File: config.mk
export PLATFORM = sky130hd
export DESIGN_NAME = anc_vbi_inserter
export DESIGN_NICKNAME = d
export VERILOG_FILES = /design/src/rtl/anc_pkg.sv /design/src/rtl/anc_line_gate.sv /design/src/rtl/anc_word_gen.sv /design/src/rtl/anc_csum_acc.sv /design/src/rtl/anc_vbi_inserter.sv
export SDC_FILE = /design/constraint.sdc
export NUM_CORES = 1
export LEC_CHECK = 0
export BUFFER_PORTS_ARGS = -buffer_cell sky130_fd_sc_hd__buf_2
export CORE_MARGIN = 1.5
export CORE_UTILIZATION = 30
export CTS_CLUSTER_SIZE = 16
export DETAILED_ROUTE_END_ITERATION = 12
export HOLD_SLACK_MARGIN = 0.08
export PLACE_DENSITY = 0.64
export SLEW_MARGIN = 20
export SYNTH_ARGS = -nofsm -noshare
export SYNTH_HDL_FRONTEND = slang
export SYNTH_SLANG_ARGS = --single-unit
File: constraint.sdc
create_clock -name clk -period 3.3 [get_ports clk]
set_input_delay 0.165 -clock clk [delete_from_list [all_inputs] [get_ports clk]]
set_output_delay 0.165 -clock clk [all_outputs]
set_load 0.01 [all_outputs]
File: src/rtl/anc_pkg.sv
package anc_pkg;
    localparam int ANC_MASK_W    = 16;
    localparam int ANC_MAX_BYTES = 4;
    localparam int ANC_HDR_WORDS = 6;
    localparam int ANC_LEN_MAX   = ANC_HDR_WORDS + 2 * ANC_MAX_BYTES + 1;
    localparam int ANC_IDX_W     = $clog2(ANC_LEN_MAX);
    localparam int ANC_OFF_W     = $clog2(ANC_MASK_W);
    localparam int ANC_BSEL_W    = $clog2(ANC_MAX_BYTES);

    localparam logic [9:0] ANC_FLAG_LO = 10'h000;
    localparam logic [9:0] ANC_FLAG_HI = 10'h3FF;
    localparam logic [9:0] ANC_DID     = 10'h140;

    typedef struct packed {
        logic                         odd;
        logic                         wide;
        logic                         full;
        logic [ANC_OFF_W-1:0]         off;
        logic [8*ANC_MAX_BYTES-1:0]   bytes;
    } anc_ctx_t;

    // 8 data bits plus even parity and inverse parity
    function automatic logic [9:0] par_word(input logic [7:0] d);
        logic ep;
        ep = ^d;
        return {~ep, ep, d};
    endfunction

    function automatic logic [ANC_IDX_W-1:0] pay_words(input logic wide, input logic full);
        logic [ANC_IDX_W-1:0] nb;
        nb = wide ? ANC_IDX_W'(ANC_MAX_BYTES) : ANC_IDX_W'(ANC_MAX_BYTES / 2);
        return full ? nb : (nb << 1);
    endfunction
endpackage

File: src/rtl/anc_line_gate.sv
module anc_line_gate
    import anc_pkg::*;
#(
    parameter int LINE_W     = 10,
    parameter int FIRST_LINE = 10
) (
    input  logic [LINE_W-1:0]     line_num,
    input  logic                  field_odd,
    input  logic [ANC_MASK_W-1:0] mask_even,
    input  logic [ANC_MASK_W-1:0] mask_odd,
    input  logic                  data_valid,
    output logic                  hit,
    output logic [ANC_OFF_W-1:0]  off
);
    logic [LINE_W-1:0]     diff;
    logic                  in_win;
    logic [ANC_MASK_W-1:0] mask_sel;

    always_comb begin
        diff     = line_num - LINE_W'(FIRST_LINE);
        in_win   = (line_num >= LINE_W'(FIRST_LINE)) && (diff < LINE_W'(ANC_MASK_W));
        off      = diff[ANC_OFF_W-1:0];
        mask_sel = field_odd ? mask_odd : mask_even;
        hit      = in_win && mask_sel[off] && data_valid;
    end
endmodule

File: src/rtl/anc_word_gen.sv
module anc_word_gen
    import anc_pkg::*;
(
    input  anc_ctx_t              ctx,
    input  logic [ANC_IDX_W-1:0]  idx,
    output logic [9:0]            word
);
    logic [ANC_BSEL_W:0]   k;
    logic [ANC_BSEL_W-1:0] bsel;
    logic [7:0]            byte_v;
    logic [3:0]            nib;

    always_comb begin
        k      = (ANC_BSEL_W + 1)'(idx - ANC_IDX_W'(ANC_HDR_WORDS));
        bsel   = ctx.full ? k[ANC_BSEL_W-1:0] : k[ANC_BSEL_W:1];
        byte_v = ctx.bytes[8*bsel +: 8];
        nib    = k[0] ? byte_v[7:4] : byte_v[3:0];
        case (idx)
            ANC_IDX_W'(0): word = ANC_FLAG_LO;
            ANC_IDX_W'(1): word = ANC_FLAG_HI;
            ANC_IDX_W'(2): word = ANC_FLAG_HI;
            ANC_IDX_W'(3): word = ANC_DID;
            ANC_IDX_W'(4): word = par_word(8'({ctx.odd, ctx.wide, ctx.full, ctx.off}));
            ANC_IDX_W'(5): word = par_word(8'(pay_words(ctx.wide, ctx.full)));
            default:       word = ctx.full ? {byte_v, 2'b00}
                                           : par_word({2'b00, nib, 2'b00});
        endcase
    end
endmodule

File: src/rtl/anc_csum_acc.sv
module anc_csum_acc (
    input  logic       clk,
    input  logic       rst,
    input  logic       clr,
    input  logic       add_en,
    input  logic [8:0] din,
    output logic [8:0] sum
);
    always_ff @(posedge clk) begin
        if (rst || clr)  sum <= '0;
        else if (add_en) sum <= sum + din;
    end
endmodule

File: src/rtl/anc_vbi_inserter.sv
module anc_vbi_inserter
    import anc_pkg::*;
#(
    parameter int LINE_W     = 10,
    parameter int FIRST_LINE = 10
) (
    input  logic                         clk,
    input  logic                         rst,
    input  logic [9:0]                   vid_in,
    input  logic                         eav_end,
    input  logic [LINE_W-1:0]            line_num,
    input  logic                         field_odd,
    input  logic [ANC_MASK_W-1:0]        mask_even,
    input  logic [ANC_MASK_W-1:0]        mask_odd,
    input  logic                         data_valid,
    input  logic                         wide_sel,
    input  logic                         full_fmt,
    input  logic [8*ANC_MAX_BYTES-1:0]   data_bytes,
    output logic [9:0]                   vid_out
);
    logic                  hit, start, busy;
    logic [ANC_OFF_W-1:0]  off;
    logic [ANC_IDX_W-1:0]  idx, last_idx;
    anc_ctx_t              ctx;
    logic [9:0]            gen_word;
    logic [8:0]            sum;
    logic                  add_en;

    anc_line_gate #(.LINE_W(LINE_W), .FIRST_LINE(FIRST_LINE)) u_gate (
        .line_num(line_num), .field_odd(field_odd), .mask_even(mask_even),
        .mask_odd(mask_odd), .data_valid(data_valid), .hit(hit), .off(off)
    );

    anc_word_gen u_gen (.ctx(ctx), .idx(idx), .word(gen_word));

    assign start    = eav_end && hit && !busy;
    assign last_idx = ANC_IDX_W'(ANC_HDR_WORDS) + pay_words(ctx.wide, ctx.full);
    assign add_en   = busy && (idx >= ANC_IDX_W'(3)) && (idx < last_idx);

    anc_csum_acc u_csum (
        .clk(clk), .rst(rst), .clr(start), .add_en(add_en),
        .din(gen_word[8:0]), .sum(sum)
    );

    always_ff @(posedge clk) begin
        if (rst) begin
            busy    <= 1'b0;
            idx     <= '0;
            ctx     <= '0;
            vid_out <= ANC_FLAG_LO;
        end else if (start) begin
            ctx     <= '{odd: field_odd, wide: wide_sel, full: full_fmt,
                         off: off, bytes: data_bytes};
            vid_out <= ANC_FLAG_LO;
            idx     <= ANC_IDX_W'(1);
            busy    <= 1'b1;
        end else if (busy) begin
            if (idx == last_idx) begin
                vid_out <= {~sum[8], sum};
                busy    <= 1'b0;
                idx     <= '0;
            end else begin
                vid_out <= gen_word;
                idx     <= idx + ANC_IDX_W'(1);
            end
        end else begin
            vid_out <= vid_in;
        end
    end
endmodule

# Word level (Yosys, flattened, before mapping)
# Cells that the tools add are included.
[op_classes]
add_sub_neg = 5
order_cmp = 5
eq_ne = 6
shift = 1
mux = 17
bitwise_logic = 4
n_reduce_logical = 16
[ops]
columns = ["cell", "n"]
rows = [
  ["$pmux 10 s5", 1],
  ["$shiftx 32x6->8", 1],
  ["$mux 10", 3],
  ["$reduce_xor 8->1", 3],
  ["$mux 16", 1],
  ["$mux 4", 3],
  ["$ge 10x4->1 const B", 1],
  ["$lt 10x5->1 const B", 1],
  ["$sub 10x4->10 const B", 1],
  ["$add 9x9->9", 1],
  ["$eq 4x2->1 const B", 2],
  ["$eq 4x3->1 const B", 2],
  ["$logic_and 1x1->1", 7],
  ["$mux 1", 6],
  ["$lt 4x5->1 const B", 1],
  ["$add 3x4->4 const A", 1],
  ["$add 4x1->4 const B", 1],
  ["$bmux 1 s4", 1],
  ["$eq 4x1->1 const B", 1],
  ["$eq 4x4->1", 1],
  ["$ge 4x2->1 const B", 1],
  ["$logic_not 4->1", 1],
  ["$lt 4x4->1", 1],
  ["$not 1->1", 4],
  ["7 further kinds", 8],
]
[word_totals]
ff_bits = 63
input_bits = 91
output_inout_bits = 10

# Depth between registers and ports, before layout
[depth]
depth_word = 10
depth_mapped = 17
mapped_depth_nobuf = 16

# Hierarchy
# From an unflattened synthesis, not the netlist that was laid out.
[unflattened]
cells_unflattened = 504
area_unflattened_um2 = 4361.7
[by_module_without_submodules]
columns = ["module", "instances", "cells_each", "area_per_inst_um2", "seq_area_each_um2"]
rows = [
  ["anc_vbi_inserter", 1, 255, 2185.8, 1081.0],
  ["anc_word_gen", 1, 141, 1081.0, 0.0],
  ["anc_csum_acc", 1, 79, 714.4, 180.2],
  ["anc_line_gate", 1, 29, 380.4, 0.0],
]

# Worst setup path before layout
# Ideal clock, no wire load.
[synth_path]
path_type = "reg-to-reg"
startpoint = "register idx[1]"
endpoint = "register u_csum.sum[8]"
t_arrival_ps = 3572
path_slack_ps = -343
stages_incl_launch_ff = 15
period_less_slack_ps = 3643
cell_sequence = "dfxtp_1 > ha_1 > buf_2 > nor2b_1 > a21oi_1 > mux4_2 > a21oi_1 > o21ai_0 > ha_1 > a21oi_1 > o31ai_1 > o21bai_1 > or3b_1 > mux2i_1 > mux2i_1"
[synth_between]
elab_chain_cells = 8
[synth_rtl]
columns = ["item", "line_no", "text"]
rows = [
  ["start: declaration", "anc_vbi_inserter.sv:23", "logic [ANC_IDX_W-1:0] idx, last_idx;"],
  ["start signal: assignment", "anc_vbi_inserter.sv:64", "idx <= idx + ANC_IDX_W'(1);"],
  ["$sub 3x3->3", "anc_word_gen.sv:14", "k = (ANC_BSEL_W + 1)'(idx - ANC_IDX_W'(ANC_HDR_WORDS));"],
  ["$mux 2", "anc_word_gen.sv:15", "bsel = ctx.full ? k[ANC_BSEL_W-1:0] : k[ANC_BSEL_W:1];"],
  ["$shiftx 32x6->8", "anc_word_gen.sv:16", "byte_v = ctx.bytes[8*bsel +: 8];"],
  ["$mux 4", "anc_word_gen.sv:17", "nib = k[0] ? byte_v[7:4] : byte_v[3:0];"],
  ["$reduce_xor 8->1", "anc_pkg.sv:25", "ep = ^d;"],
  ["$mux 10", "anc_word_gen.sv:25", "default: word = ctx.full ? {byte_v, 2'b00}"],
  ["$pmux 10 s5", "anc_word_gen.sv:18", "case (idx)"],
  ["$add 9x9->9", "anc_csum_acc.sv:11", "else if (add_en) sum <= sum + din;"],
  ["end signal: assignment", "anc_csum_acc.sv:11", ""],
  ["end: declaration", "anc_csum_acc.sv:7", "output logic [8:0] sum"],
]
# Parallel ways exist; a longest one is shown, timed or not.
# A chain may end at the register's enable or synchronous reset.

# Final worst setup path
# Ends and elaborated chain as after synthesis.

==> metrics.cfg <==
[floorplan]
die_x_um=121.5
ios=101
num_rows=43
core_area_um2=13770
dieArea_um2=14750
initial_core_util_pct=30.56
die_y_um=121.5

[logic_synthesis]
syn_area_per_cell_um2=9.353
ys_ff_latch=63
ys_warn_count=0
syn_area_um2=4209
synth-adder-area-share_pct=6.421
synth_top_area_cell=dfxtp_1
synth_edf_count=0
ys_async_sr_fraction_pct=0
synthTopCellsByArea=dfxtp_1, mux2i_1, mux4_2
ys_types=66
synth-xor-area-share_pct=3.508
seq_area_frac_synth_pct=29.96
synth_compound_area_share_pct=14.51
synth.net_count=562
synthSimpleGateAreaFrac_pct=16.05
synth_top_family_by_area=multiplexers
synth_ff_type=dfxtp_1
synth_top_area_share_pct=29.96
postSynthCellCount=450
muxShareOfSynthArea_pct=23.99

[grt]
grt_usage_pct=17.44
grt_max_degree=33
grt_pass1_wl_um=19980
overflow=0
antenna_found_initial=0
grt_pass1_vias=4108

[worst_setup_path]
critical_path_arrival_ns=3.69
startpoint_type=register
cp_max_fo=5
end_kind=register
critical_path_class=register to register
worstPathRequired_ns=3.56

[detailed_routing]
post_drt_wl_per_cell_um=15.12
drt_iter0_drc=172
totalWireLength_um=12550
viasPerCell=4.890
antenna_left=0
num_vias=4059
firstDrtPassIters=4
drc=0

[sta]
tightest_slew_ns=0.7545
rsz0062_at_grt=true
hold_viol=0
min_period_ns=3.423
worst_slack_ns=-0.1232
setup_viol=1
relSlewSlack_pct=49.52
finalCritPeriodShare_pct=103.7
slew_violations=0
fmax_mhz=292.1
skew_ns=0.007134

[cts]
clk_path_buf_depth=2
cts_root_buf=clkbuf_16
clk_pin_slew_ns=0.05
numCtsBuffers=9
h-tree-depth=3
insertion_delay_ns=0.34
cts_tree=built
cts_num_sinks=63

[cells_and_area]
drive_above_1_share_pct=42.92
layout.nets=757
post-route-util_pct=45.29
area_delta_synth_final_pct=48.19
final_cells=830
insertedDiodeCount=0

[outcome]
violations=negative setup slack
status=complete, but fails checks

[power]
p_leak_nw=2.630
power_density_nw_per_um2=299.6
irDropWorstVdd_uv=291.9

[place]
dp_slack_ns=-0.4045
dp_hpwl_um=9671
dp_cells=775
portBuffers=100
place_congestion=0.8910

[hold_path]
holdCritPathClass=primary input to register

[flow_run]
cap_violations=0

## worst max-delay path: stages (launching register included)
cell and delay, ns:
dfxtp_2 0.33, ha_4 0.26, buf_6 0.12, nor2b_4 0.13, a21oi_4 0.16, mux4_2 0.53, mux2i_2 0.22, o21ai_2 0.12
ha_2 0.33, inv_2 0.04, o31ai_4 0.24, o21bai_1 0.15, or3b_1 0.36, mux2i_1 0.18, mux2i_1 0.20
## power breakdown
part	switching (mW)	internal, mW	leakage [nW]	total, mW
logic	0.0723	0.113	1.98	0.185
clock network	0.344	0.569	0.141	0.912
registers	0.00234	0.769	0.512	0.771
## layer usage
metal  share of wire [%]  wire length [µm]  track usage, %
met3                 4.3               541           3.571
met2                  50              6319           30.40
met4                 2.5               311           6.838
met1                  43              5381           20.91
met5                   0                 0               0
## sequential cells by signal, summed over array words and instances, names as in the netlist
register	flops
busy	1
vid_out	10
u_csum.sum	9
ctx	39
idx	4
## repair_timing
item,4_1_cts,5_1_grt
setup endpoints to repair,2,3
pin swaps,16,11
hold endpoints to repair,34,0
buffers inserted,3,2
resized for setup,32,15
hold buffers,34,0
cloned,0,0
## cells in the final DEF (no fill, tap or decap), types with 9 or more instances in the layout
master	instances
a21oi_1	22
buf_2	100
buf_4	75
clkbuf_16	9
dfxtp_1	59
dlygate4sd3_1	34
ha_1	16
inv_1	11
mux2i_1	58
mux4_2	14
nand2_1	18
nor2_1	73
xnor2_1	11
## cell type report
cell class                      count  area (µm²)
Clock buffer                       12       266.5
Tap cell                          180       225.2
Clock inverter                      4       28.78
Timing Repair Buffer              211        1426
Multi-Input combinational cell    344        2964
Sequential cell                    63        1266
Fill cell                        1324        7536
Inverter                           16       60.06
## stage by stage
stage / power [mW] / hold WS [ns] / TNS [ns] / area (µm²)
6_report: 1.869 / 0.08124 / -0.1232 / 6237
4_1_cts: 1.892 / 0.08169 / -0.1268 / 6160
5_1_grt: 1.940 / 0.09083 / -0.2929 / 6237
3_3_place_gp: 0.9349 / 0.3978 / -0.2697 / 5356
3_5_place_dp: 0.9397 / 0.4054 / -0.4579 / 5356
2_1_floorplan: 0.8623 / 0.3077 / -0.05331 / 4277
## cell families (layout without fill, tap and decap cells)
| logic type | after synthesis | count (layout) |
|---|---|---|
| AND/OR/NAND/NOR | 138 | 138 |
| adder cells (fa/ha/maj) | 21 | 21 |
| flip-flops | 63 | 63 |
| multiplexers | 81 | 81 |
| XOR/XNOR | 16 | 16 |
| buffers and inverters | 43 | 243 |
| AO/OA/AOI/OAI | 88 | 88 |
## final timing paths
kind,start,end,slack (ns),cells past startpoint
hold reg to reg,u_csum.sum[8],u_csum.sum[8],0.48,2
setup reg to reg,idx[1],u_csum.sum[8],-0.12,14
setup / recovery,idx[1],u_csum.sum[8],-0.12,14
hold / removal,data_bytes[16],ctx[16],0.08,3
## cell usage after synthesis, types with 4 or more instances
| master | count |
|---|---|
| o21bai_1 | 7 |
| a21oi_1 | 34 |
| nand2b_1 | 5 |
| nor3_1 | 10 |
| buf_6 | 8 |
| mux4_2 | 14 |
| nand3_1 | 7 |
| inv_1 | 13 |
| nor2_1 | 75 |
| xor2_1 | 4 |
| a211oi_2 | 4 |
| dfxtp_1 | 63 |
| ha_1 | 20 |
| mux2i_1 | 59 |
| o21ai_0 | 8 |
| nand2_1 | 18 |
| buf_2 | 7 |
| clkbuf_1 | 10 |
| xnor2_1 | 11 |
| mux2_2 | 5 |
(Power assumes the default switching activity.)
